$ cat src/rtl/comma_pkg.sv
// Package comma_pkg
// Holds the character width and the two comma character forms for the
// pattern source. Both forms are stored with bit 0 as the first bit sent.
package comma_pkg;
    localparam int CHAR_W = 10;
    // Positive form, sent as 0011111010 (bit 0 first)
    localparam logic [CHAR_W-1:0] FORM_POS = 10'h17C;
    // Negative form, sent as 1100000101 (bit 0 first)
    localparam logic [CHAR_W-1:0] FORM_NEG = 10'h283;

    // Returns the comma form for a given polarity (0 = positive)
    function automatic logic [CHAR_W-1:0] comma_form(input logic neg);
        return neg ? FORM_NEG : FORM_POS;
    endfunction
endpackage

$ cat src/rtl/comma_phase_track.sv
// Module comma_phase_track
// Tracks the polarity of the next comma character to be sent.
// Assumes that a strobe at the fast rate sends LANES characters and a strobe
// at the slow rate sends one. A rise of test_en restarts the polarity at
// positive, including a rise that falls in the same cycle as a strobe.
module comma_phase_track #(
    parameter int LANES = 2
) (
    input  logic clk,
    input  logic rst_n,
    input  logic test_en,
    input  logic alt_sel_n,
    input  logic fast_rate,
    input  logic word_strobe,
    output logic start_neg
);
    localparam int FAST_STEP = LANES;

    logic test_en_q;
    logic neg_q;
    logic step_odd;

    // Keeps the test enable from the last cycle so that its rise can be seen
    always_ff @(posedge clk) begin
        if (!rst_n) test_en_q <= 1'b0;
        else        test_en_q <= test_en;
    end

    // Polarity for lane 0 in this cycle; a rise of test_en forces positive
    always_comb begin
        start_neg = (test_en && !test_en_q) ? 1'b0 : neg_q;
    end

    // Whether one strobe moves the polarity by an odd number of characters
    always_comb begin
        step_odd = fast_rate ? FAST_STEP[0] : 1'b1;
    end

    // Moves the polarity forward on each strobe in alternating test mode
    always_ff @(posedge clk) begin
        if (!rst_n)
            neg_q <= 1'b0;
        else if (word_strobe && test_en && !alt_sel_n)
            neg_q <= start_neg ^ step_odd;
        else
            neg_q <= start_neg;
    end
endmodule

$ cat src/rtl/comma_char_mux.sv
// Module comma_char_mux
// Builds the next output word from the live data, or from one comma
// character per lane in test mode. Combinational only.
// Assumes lane 0 is the first lane sent. At the slow rate only lane 0
// carries a character and the other lanes are zero.
module comma_char_mux
    import comma_pkg::*;
#(
    parameter int LANES = 2
) (
    input  logic                      test_en,
    input  logic                      alt_sel_n,
    input  logic                      fast_rate,
    input  logic                      start_neg,
    input  logic [CHAR_W*LANES-1:0]   live_word,
    output logic [CHAR_W*LANES-1:0]   next_word
);
    localparam int WORD_W = CHAR_W * LANES;

    logic [WORD_W-1:0] test_word;

    for (genvar g = 0; g < LANES; g++) begin : g_lane
        localparam logic LANE_ODD = g[0];
        logic lane_neg;
        logic lane_on;
        // Picks this lane's polarity and whether it carries a character
        always_comb begin
            lane_neg = alt_sel_n ? 1'b0 : (start_neg ^ LANE_ODD);
            lane_on  = fast_rate || (g == 0);
            test_word[g*CHAR_W +: CHAR_W] = lane_on ? comma_form(lane_neg)
                                                    : '0;
        end
    end

    // Chooses between the live data and the comma pattern
    always_comb begin
        next_word = test_en ? test_word : live_word;
    end
endmodule

$ cat src/rtl/comma_pattern_gen.sv
// Module comma_pattern_gen
// Top level of the comma test pattern source. Loads a new output word on
// each word strobe and holds it between strobes.
// Assumes that word_strobe is synchronous to clk and lasts one cycle per word.
module comma_pattern_gen
    import comma_pkg::*;
#(
    parameter int LANES = 2
) (
    input  logic                    clk,
    input  logic                    rst_n,
    input  logic                    test_en,
    input  logic                    alt_sel_n,
    input  logic                    fast_rate,
    input  logic                    word_strobe,
    input  logic [CHAR_W*LANES-1:0] live_word,
    output logic [CHAR_W*LANES-1:0] pat_word,
    output logic                    hi_half_valid
);
    localparam int WORD_W = CHAR_W * LANES;

    logic              start_neg;
    logic [WORD_W-1:0] next_word;

    comma_phase_track #(.LANES(LANES)) i_phase (
        .clk         (clk),
        .rst_n       (rst_n),
        .test_en     (test_en),
        .alt_sel_n   (alt_sel_n),
        .fast_rate   (fast_rate),
        .word_strobe (word_strobe),
        .start_neg   (start_neg)
    );

    comma_char_mux #(.LANES(LANES)) i_mux (
        .test_en   (test_en),
        .alt_sel_n (alt_sel_n),
        .fast_rate (fast_rate),
        .start_neg (start_neg),
        .live_word (live_word),
        .next_word (next_word)
    );

    // Output register, loaded only on a word strobe
    always_ff @(posedge clk) begin
        if (!rst_n) begin
            pat_word      <= '0;
            hi_half_valid <= 1'b0;
        end else if (word_strobe) begin
            pat_word      <= next_word;
            hi_half_valid <= fast_rate;
        end
    end
endmodule

$ cat config.mk
export PLATFORM = sky130hd
export DESIGN_NAME = comma_pattern_gen
export DESIGN_NICKNAME = d
export VERILOG_FILES = /design/src/rtl/comma_pkg.sv /design/src/rtl/comma_phase_track.sv /design/src/rtl/comma_char_mux.sv /design/src/rtl/comma_pattern_gen.sv
export SDC_FILE = /design/constraint.sdc
export NUM_CORES = 1
export LEC_CHECK = 0
export BUFFER_PORTS_ARGS = -buffer_cell sky130_fd_sc_hd__buf_2
export CORE_MARGIN = 5
export CORE_UTILIZATION = 38
export CTS_CLUSTER_SIZE = 28
export DETAILED_ROUTE_END_ITERATION = 7
export PLACE_DENSITY = 0.76
export SLEW_MARGIN = 20
export SYNTH_ARGS = -nofsm -noshare
export SYNTH_HDL_FRONTEND = slang
export SYNTH_SLANG_ARGS = --single-unit
export TNS_END_PERCENT = 50
$ cat constraint.sdc
create_clock -name clk -period 1.2 [get_ports clk]
set_input_delay 0.18 -clock clk [delete_from_list [all_inputs] [get_ports clk]]
set_output_delay 0.18 -clock clk [all_outputs]
set_load 0.005 [all_outputs]
Word level (Yosys, flattened, before mapping)
Cells that the tools add are included.
- register bits after elaboration: 23
- latch bits: 0
- memory bits (writable): 0
- bits in read-only memories: 0
- input port bits: 26
- memories: 0
- add/subtract/negate cells: 0
- multipliers: 0
- divide/modulo/power cells: 0
- $lt $le $gt $ge: 0
- eq/ne operators: 0
- shift operators: 0
- muxes and demuxes: 9
- bitwise logic cells: 2
- reductions and logical operators: 5
- operator list (operator ; count):
    10-bit two-way mux ; 3
    20-bit two-way mux ; 1
    1-bit two-way mux ; 5
    1-bit logical AND ; 3
    1-bit logical NOT ; 2
    1-bit NOT ; 1
    1-bit bitwise XOR ; 1

Depth between registers and ports, before layout
Gate-level depths: netlist of the first run.
- word-level depth: 8
- depth in mapped cells: 6

Modules after synthesis
A second synthesis of the first run with hierarchy kept.
- cells, all modules: 117
- area, all modules: 1129.8 um^2
- by module, submodules not included (module ; times used ; cells each ; area an instance (um^2)):
    comma_pattern_gen ; 1 ; 68 ; 820.8
    comma_char_mux ; 1 ; 39 ; 210.2
    comma_phase_track ; 1 ; 10 ; 98.8

Worst setup path after synthesis of the first run
Ideal clock, no wire load.
- path kind: input-to-reg
- start: in test_en
- end: reg pat_word[0]
- setup time: 0.122 ns
- data arrival time: 0.998 ns
- slack: 0.080 ns
- cell stages on the path: 6
- path through: buf_6 inv_4 and3_1 buf_6 buf_6 a221o_1
- cells in the longest elaborated chain, start to end: 5
- RTL lines (item ; line ; RTL):
    start, declared ; comma_pattern_gen.sv:12 ; input logic test_en,
    1-bit logical AND ; comma_phase_track.sv:31 ; start_neg = (test_en && !test_en_q) ? 1'b0 : neg_q;
    1-bit two-way mux ; comma_phase_track.sv:31 ;
    1-bit two-way mux ; comma_char_mux.sv:28 ; lane_neg = alt_sel_n ? 1'b0 : (start_neg ^ LANE_ODD);
    10-bit two-way mux ; comma_pkg.sv:13 ; return neg ? FORM_NEG : FORM_POS;
    20-bit two-way mux (*) ; comma_char_mux.sv:37 ; next_word = test_en ? test_word : live_word;
    end signal, assigned ; comma_pattern_gen.sv:50 ; pat_word <= next_word;
    end, declared ; comma_pattern_gen.sv:17 ; output logic [CHAR_W*LANES-1:0] pat_word,
Every way passes the cells marked *; elsewhere a longest branch is shown, timed or not.
A chain may end at the register's enable or synchronous reset.

Worst setup path after layout of the first run
- start: reg i_phase.neg_q
- end: reg pat_word[2]
- cells in the longest elaborated chain, start to end: 4
- RTL lines (item ; line ; RTL):
    start, declared ; comma_phase_track.sv:20 ; logic neg_q;
    start signal, assigned ; comma_phase_track.sv:44 ; neg_q <= start_neg ^ step_odd;
    start signal, assigned ; comma_phase_track.sv:46 ; neg_q <= start_neg;
    1-bit two-way mux ; comma_phase_track.sv:31 ;
    1-bit two-way mux ; comma_char_mux.sv:28 ;
    10-bit two-way mux ; comma_pkg.sv:13 ;
    20-bit two-way mux ; comma_char_mux.sv:37 ;
Every way passes these cells.

==> impl_metrics.ini, run 1 <==
[status]
outcome = finished clean

[routing]
viasPerCell = 5.123
first_pass_iters = 4
wl_mm = 2.080
vias = 794
wire_per_inst_um = 13.42
final_antenna_net_count = 0
post-route-drc-count = 0
drt_iter0_markers = 32

[synth]
syn_area_per_cell_um2 = 10.74
synthAdderAreaFrac = 0
synth_xor_xnor_area_share = 0
synth_compound_area_frac = 0.2518
yosysSeqAreaShare = 0.5357
syn_inst = 80
async_flop_share = 0
syn-num-nets = 106
yosys.cell_types.count = 22
syn_area_um2 = 859.6
ys_ff_latch = 23
synth_top_family_by_area = compound AO/OA/AOI/OAI gates
synthMuxAreaShare = 0
yosys.area_share.simple = 0.1528
synth_flop_cell = dfxtp_1
yosys_warnings = 0
synth_edf_count = 0

[cts]
cts.sinks = 23
clock_path_buffers = 2
clkLatencyLatePin_ns = 0.30
cts-root-buf = clkbuf_4
clkTransAtPathRegs_ns = 0.12
cts_tree = yes
post_cts_buffers = 0
cts_htree_levels = 1
cts_inserted_buffers = 3

[final_layout]
area_growth_pct = 35.08
fin_nets = 154
layout-drive-gt1-share = 0.4409
antenna_cells = 0
final_util = 0.5300
fin_cells = 155
nFillCells = 209

[placement]
place_ws_ns = 0.01953
hpwl_mm = 1.624
port_buffers = 46
dp.cells = 151
globalplace.congestion = 0.7723

[floorplan]
die_area_um2 = 3313
rows = 17
die_w_um = 57.56
io_pins = 47
die_y_um = 57.56
initial_utilization = 0.3923
coreArea_um2 = 2191

[power]
p_sw_uw = 326.0
netSwitchingFraction = 0.2385
power_frac_seq = 0.607
leakagePower_uw = 0.0005581
peakVddDrop_v = 0.0005784
internal-power_uw = 1041
power_density_nw_per_um2 = 1177
combPwrFrac = 0.144
pwr-share-clk = 0.249

[grt]
grt_pass1_wl_mm = 3.284
overflow = 0
antenna_found_initial = 0
grt_usage = 0.1261
grt_pass1_vias = 748
grt_max_degree = 21

[worst_setup_path]
critPathMaxFanout = 6
cp.arrival_ns = 1.30
regToRegSetupSlack_ns = 0.09
endpoint_kind = flop
required_ns = 1.38
worstSetupStartpointType = flop
worst-setup-path-type = flop to flop
rr_worst_depth = 3
worstReg2RegEnd = pat_word[2]
r2r_start = i_phase.neg_q

[timing]
worst_slack_ns = 0.08552
hold_viol_final = 0
fmax_mhz = 897.3
finalMaxSlewViolations = 0
fin_crit_sh = 0.9287
finClkSkew_ns = 0.0007220
rsz0062_at_grt = false
maxSlewHeadroom = 0.6808
finalSetupViolCount = 0
tns_ns = 0
worst_slew_pin_slew_ns = 0.4788
period_needed_ns = 1.114

[worst_hold_path]
hp-class = primary input to flop
hold_end = pat_word[17]
min_from = live_word[17]
hold-path-cell-count = 2

[run]
maxCapViolCount = 0
-- worst max-delay path by stage --
stage / cells after the start / startpoint / slack, ns / end
final: 3 / i_phase.neg_q / 0.09 / pat_word[2]
after global routing: 3 / i_phase.neg_q / 0.004 / pat_word[2]
after CTS: 3 / i_phase.neg_q / 0.03 / pat_word[9]
after detailed placement: 4 / alt_sel_n / 0.02 / pat_word[7]
after global placement: 4 / test_en / 0.07 / pat_word[13]
after floorplan: 6 / test_en / 0.08 / pat_word[0]
-- flip-flops by register name (all words and copies together) (netlist names) --
signal / cells
i_phase.test_en_q: 1
hi_half_valid: 1
i_phase.neg_q: 1
pat_word: 20
-- synthesized netlist by cell type, drive strengths merged (2+ instances only) --
cell	number	area [um2]
a221o	14	140.1
dfxtp	23	460.4
nor2	6	22.52
nand2b	3	18.77
buf	3	33.78
o21ai	6	30.03
inv	2	10.01
nor3	2	15.01
nor4b	2	23.77
clkbuf	2	7.510
nand2	9	33.78
-- cell usage in the layout, fill, tap and decap left out --
cell type / instances
buf_2: 46
dfxtp_1: 23
a221o_1: 14
nand2_1: 9
nor2_1: 6
o21ai_0: 6
nand2b_1: 3
clkbuf_4: 3
nor3_2: 2
inv_4: 1
o311ai_4: 1
nor2b_1: 1
and3_1: 1
nand3_1: 1
nor4b_4: 1
a21boi_0: 1
nor4b_1: 1
o311a_1: 1
o21a_1: 1
inv_1: 1
a21oi_1: 1
clkbuf_1: 1
buf_12: 1
buf_4: 1
-- critical path: stages (launching register included) --
cell and delay (ns):
dfxtp_1 0.37, nand2_1 0.15, o311ai_4 0.33, o21ai_0 0.15
-- power groups by stage --
| stage | combinational (uW) | clock (uW) | sequential, uW |
|---|---|---|---|
| after global routing | 216 | 397 | 837 |
| after global placement | 186 | 0 | 846 |
| after detailed placement | 191 | 0 | 848 |
| after CTS | 192 | 361 | 830 |
| final | 196 | 340 | 830 |
| after floorplan | 80.6 | 0 | 852 |
-- final cells by class --
class | instances | area (um2) | area share
multi-input cells | 50 | 371.6 | 0.3200
flip-flops and latches | 23 | 460.4 | 0.3966
well taps | 28 | 35.03 | 0.03017
inverters | 2 | 10.01 | 0.008621
repair buffers | 48 | 257.7 | 0.2220
clock buffers | 4 | 26.28 | 0.02263
-- layer usage --
layer  vias up  global-route usage  share of wire
met2        26              0.2048           0.47
li1        397                   -              -
met1       369              0.1562           0.44
met3         2             0.02262          0.076
met5         -                   0              0
met4         0             0.06954          0.013
-- repair_timing --
item / CTS / global route
setup endpoints to repair: 0 / 10
hold endpoints to repair: 0 / 0
hold buffers: 0 / 0
resized for setup: 0 / 3
-- cell families (layout without fill, tap and decap cells) --
family                 count (synthesis)  after routing
AO/OA/AOI/OAI                         25             25
buffers and inverters                  7             54
flip-flops                            23             23
AND/OR/NAND/NOR                       25             25
-- through the flow --
stage / hold WS [ns] / power (uW) / area [um2]
2_1_floorplan: 0.2975 / 932.1 / 859.6
3_5_place_dp: 0.4090 / 1038 / 1111
5_1_grt: 0.07664 / 1451 / 1161
3_3_place_gp: 0.4063 / 1032 / 1111
6_report: 0.09921 / 1367 / 1161
4_1_cts: 0.08843 / 1384 / 1137
No activity file was read; power rests on OpenSTA's default activity.
==> inputs of run 2 (changes only) <==
--- a/config.mk
+++ b/config.mk
@@ -10,7 +10,7 @@
 export CORE_UTILIZATION = 38
 export CTS_CLUSTER_SIZE = 28
 export DETAILED_ROUTE_END_ITERATION = 7
-export PLACE_DENSITY = 0.76
+export PLACE_DENSITY = 0.7
 export SLEW_MARGIN = 20
 export SYNTH_ARGS = -nofsm -noshare
 export SYNTH_HDL_FRONTEND = slang
==> impl_metrics.ini, run 2 (synthesized netlist as in run 1, its figures left out) <==
[status]
outcome = finished clean

[grt]
grt_pass1_vias = 755
grt_usage = 0.1331
grt_pass1_wl_mm = 3.512
grt_max_degree = 19
overflow = 0
antenna_found_initial = 0

[cts]
clock_path_buffers = 2
cts_htree_levels = 1
cts.sinks = 23
clkLatencyLatePin_ns = 0.30
cts_inserted_buffers = 3
cts_tree = yes
clkTransAtPathRegs_ns = 0.12
holdBufCountCts = 0
cts-root-buf = clkbuf_4

[power]
power_density_nw_per_um2 = 1185
peakVddDrop_v = 0.0006048
leakagePower_uw = 0.0005567
total_power_uw = 1361

[routing]
viasPerCell = 5.217
final_antenna_net_count = 0
wire_per_inst_um = 13.96
post-route-drc-count = 0
wl_mm = 2.191
first_pass_iters = 4
vias = 819
drt_iter0_markers = 11

[run]
maxCapViolCount = 0

[timing]
period_needed_ns = 1.155
finClkSkew_ns = 0.0009882
rsz0062_at_grt = true
fin_crit_sh = 0.9621
maxSlewHeadroom = 0.5091
finalSetupViolCount = 0
worst_slew_pin_slew_ns = 0.7330
hold_viol_final = 0
finalMaxSlewViolations = 0
fmax_mhz = 866.1

[worst_setup_path]
worst-setup-path-type = flop to flop
critPathMaxFanout = 6
cp_slowest_cell = o311ai_2
worstPathCellList = nand2_1 -> o311ai_2 -> o21ai_0
regToRegSetupSlack_ns = 0.05
endpoint_kind = flop
cp.arrival_ns = 1.34
worstSetupStartpointType = flop
critPathMaxStageDelay_ns = 0.39
required_ns = 1.38

[final_layout]
fin_nets = 156
layout-drive-gt1-share = 0.4651
layout_commonest_cell = buf_2
layout_common_cells = buf_2 (46), dfxtp_1 (23), a221o_1 (14)
regArea_um2 = 460.4
fin_cells = 157
largest_register_ffs = 20
area_growth_pct = 33.62
antenna_cells = 0
multiInputGateArea_um2 = 355.3
nFillCells = 209
regMostFlops = pat_word

[floorplan]
rows = 17
die_y_um = 57.56
die_w_um = 57.56
io_pins = 47
initial_utilization = 0.3923
coreArea_um2 = 2191
die_area_um2 = 3313

[placement]
port_buffers = 46
dp.cells = 153
hpwl_mm = 1.727
globalplace.congestion = 0.8481

[worst_hold_path]
hp-class = primary input to flop
-- run 2: changes by cell type in the layout (fill, tap and decap cells not counted) --
cell | before | now
buf_4 | 1 | 4
buf_12 | 1 | 0
clkbuf_1 | 1 | 0
clkinv_2 | 0 | 1
nor2b_1 | 1 | 0
nor2b_2 | 0 | 1
nor4b_2 | 0 | 1
nor4b_4 | 1 | 0
o311ai_2 | 0 | 1
o311ai_4 | 1 | 0
-- run 2: layer usage --
layer  track usage  up-vias  part of all wire
li1              -      401                 -
met1        0.1753      385              0.44
met2        0.2081       31              0.47
met3       0.03394        2             0.080
met4       0.04967        0             0.010
met5             0        -                 0
-- run 2: final cells by class --
class / count / area share
flip-flops and latches: 23 / 0.4009
clock inverters: 1 / 0.004357
inverters: 2 / 0.008715
clock buffers: 3 / 0.01961
repair buffers: 50 / 0.2266
well taps: 28 / 0.03050
multi-input cells: 50 / 0.3094
-- run 2: path summary, 6_finish.rpt --
| check | start | end | cells past startpoint |
|---|---|---|---|
| min reg2reg | pat_word[8] | pat_word[8] | 2 |
| max reg2reg | i_phase.neg_q | pat_word[6] | 3 |
| max | i_phase.neg_q | pat_word[6] | 3 |
| min | live_word[15] | pat_word[15] | 2 |
-- run 2: critical path, delay by kind of cell, from the launching register on --
family,cells,cell delay (ns)
simple gates,1,0.12
compound gates,2,0.54
flops,1,0.38
-- run 2: power by group --
group / internal [uW] / switching [uW]
registers: 809 / 23.0
logic: 101 / 89.8
clock network: 124 / 215
total: 1030 / 328
-- run 2: timing repair --
action	CTS	global route
gates resized for setup	1	1
gates cloned	0	0
setup buffers	0	0
endpoints found under the setup margin	18	10
-- run 2: metrics by stage --
| stage | TNS [ns] | cell area [um2] | utilization | hold slack [ns] | setup slack, ns |
|---|---|---|---|---|---|
| 2_1_floorplan | 0 | 859.6 | - | 0.2975 | 0.08012 |
| 3_3_place_gp | -6.252 | 1114 | 0.5083 | 0.4083 | -0.3960 |
| 3_5_place_dp | -7.526 | 1114 | 0.5083 | 0.4067 | -0.4601 |
| 4_1_cts | 0 | 1144 | 0.5220 | 0.09145 | 0.03827 |
| 5_1_grt | -0.3464 | 1149 | 0.5243 | 0.06303 | -0.05996 |
| 6_report | 0 | 1149 | 0.5243 | 0.1017 | 0.04542 |
==> inputs of run 3 (changes only) <==
--- a/config.mk
+++ b/config.mk
@@ -7,10 +7,10 @@
 export LEC_CHECK = 0
 export BUFFER_PORTS_ARGS = -buffer_cell sky130_fd_sc_hd__buf_2
 export CORE_MARGIN = 5
-export CORE_UTILIZATION = 38
+export CORE_UTILIZATION = 25
 export CTS_CLUSTER_SIZE = 28
 export DETAILED_ROUTE_END_ITERATION = 7
-export PLACE_DENSITY = 0.7
+export PLACE_DENSITY = 0.49
 export SLEW_MARGIN = 20
 export SYNTH_ARGS = -nofsm -noshare
 export SYNTH_HDL_FRONTEND = slang
==> impl_metrics.ini, run 3 (synthesized netlist as in run 1, its figures left out) <==
[status]
outcome = finished clean

[routing]
wire_per_inst_um = 12.77
vias = 787
viasPerCell = 4.523
post-route-drc-count = 0
drt_iter0_markers = 34
wl_mm = 2.222
first_pass_iters = 4
final_antenna_net_count = 0

[power]
power_frac_seq = 0.603
internal-power_uw = 1036
power_density_nw_per_um2 = 1159
p_sw_uw = 341.0
combPwrFrac = 0.142
leakagePower_uw = 0.0005603
pwr-share-clk = 0.255
peakVddDrop_v = 0.0002984
netSwitchingFraction = 0.2476

[worst_hold_path]
hp-class = primary input to flop
min_from = live_word[14]
hold_end = pat_word[14]
hold-path-cell-count = 2

[final_layout]
antenna_cells = 0
layout-drive-gt1-share = 0.4766
area_growth_pct = 38.28
regMostFlops = pat_word
layout_commonest_cell = buf_2
layout_common_cells = buf_2 (46), dfxtp_1 (21), a221o_1 (14)
largest_register_ffs = 20
fin_nets = 155

[worst_setup_path]
rr_worst_depth = 4
required_ns = 1.41
r2r_start = i_phase.neg_q
critPathMaxFanout = 4
worstReg2RegEnd = pat_word[11]
cp.arrival_ns = 1.33
worst-setup-path-type = flop to flop
endpoint_kind = flop
regToRegSetupSlack_ns = 0.08
worstSetupStartpointType = flop

[timing]
worst_slew_pin_slew_ns = 0.4963
hold_viol_final = 0
hold_slack_ns = 0.08758
tns_ns = 0
period_needed_ns = 1.121
maxSlewHeadroom = 0.6691
finClkSkew_ns = 0.008064
finalSetupViolCount = 0
fin_crit_sh = 0.9345
finalMaxSlewViolations = 0
rsz0062_at_grt = false
fmax_mhz = 891.7

[cts]
cts_htree_levels = 1
cts.sinks = 23
cts-root-buf = clkbuf_4
cts_inserted_buffers = 3
cts-resized-gates = 1
holdBufCountCts = 0
clkLatencyLatePin_ns = 0.30
clock_path_buffers = 2
post_cts_buffers = 0
clkTransAtPathRegs_ns = 0.13
cts_tree = yes

[floorplan]
die_y_um = 68.64
initial_utilization = 0.2576
die_area_um2 = 4711
io_pins = 47
die_w_um = 68.64
rows = 21
coreArea_um2 = 3337

[grt]
overflow = 0
grt_pass1_vias = 779
grt_pass1_wl_mm = 3.367
grt_max_degree = 21
antenna_found_initial = 0
grt_usage = 0.09516

[placement]
hpwl_mm = 1.745
port_buffers = 46
globalplace.congestion = 0.7229

[run]
maxCapViolCount = 0
run 3: cell count changes in the layout (fill, tap and decap cells not counted):
cell / before / now
buf_12: 0 / 1
buf_4: 4 / 2
dfxtp_1: 23 / 21
dfxtp_2: 0 / 2
nand2_1: 9 / 8
nand2_2: 0 / 1
nor2b_1: 0 / 1
nor2b_2: 1 / 0
o311ai_2: 1 / 0
o311ai_4: 0 / 1
run 3: final cells by class:
cell class / instances / area, um2
sequential: 23 / 462.9
inverter: 2 / 10.01
tap: 46 / 57.56
timing repair buffer: 49 / 265.3
fill: 372 / 2148
multi-input combinational: 50 / 365.4
clock inverter: 1 / 5.005
clock buffer: 3 / 22.52
run 3: critical path, cell delays in order (launching register included):
cell and delay (ns):
dfxtp_2 0.37, nand2_2 0.09, nor4b_2 0.18, buf_4 0.14, a221o_1 0.25
run 3: worst max path at each step:
stage                            startpoint            to
final                         i_phase.neg_q  pat_word[11]
after global routing          i_phase.neg_q  pat_word[19]
after CTS                     i_phase.neg_q  pat_word[10]
after detailed placement      i_phase.neg_q   pat_word[3]
after global placement    i_phase.test_en_q   pat_word[8]
after floorplan                     test_en   pat_word[0]
run 3: per-layer routing:
layer  routed length (um)  track usage  vias up
met2                 1077       0.1633       27
met3                  179      0.02107        2
met4                   34      0.05211        0
met1                  932       0.1085      360
li1                     -            -      398
met5                    0            0        -
run 3: stage by stage:
stage | instances | setup slack [ns] | power, uW | utilization | cell area (um2)
global placement | 170 | 0.04257 | 1039 | 0.3420 | 1141
finish | 174 | 0.07855 | 1377 | 0.3562 | 1189
CTS | 174 | 0.01210 | 1404 | 0.3532 | 1179
floorplan | 80 | 0.08012 | 932.1 | - | 859.6
global route | 174 | 0.02448 | 1457 | 0.3562 | 1189
detailed placement | 170 | 0.01500 | 1041 | 0.3420 | 1141
run 3: power by group through the flow:
stage                     clock [uW]  combinational [uW]  sequential, uW
after floorplan                    0                80.6             852
after global placement             0                 193             846
after detailed placement           0                 193             848
after CTS                        375                 199             830
after global routing             402                 218             837
final                            351                 196             830
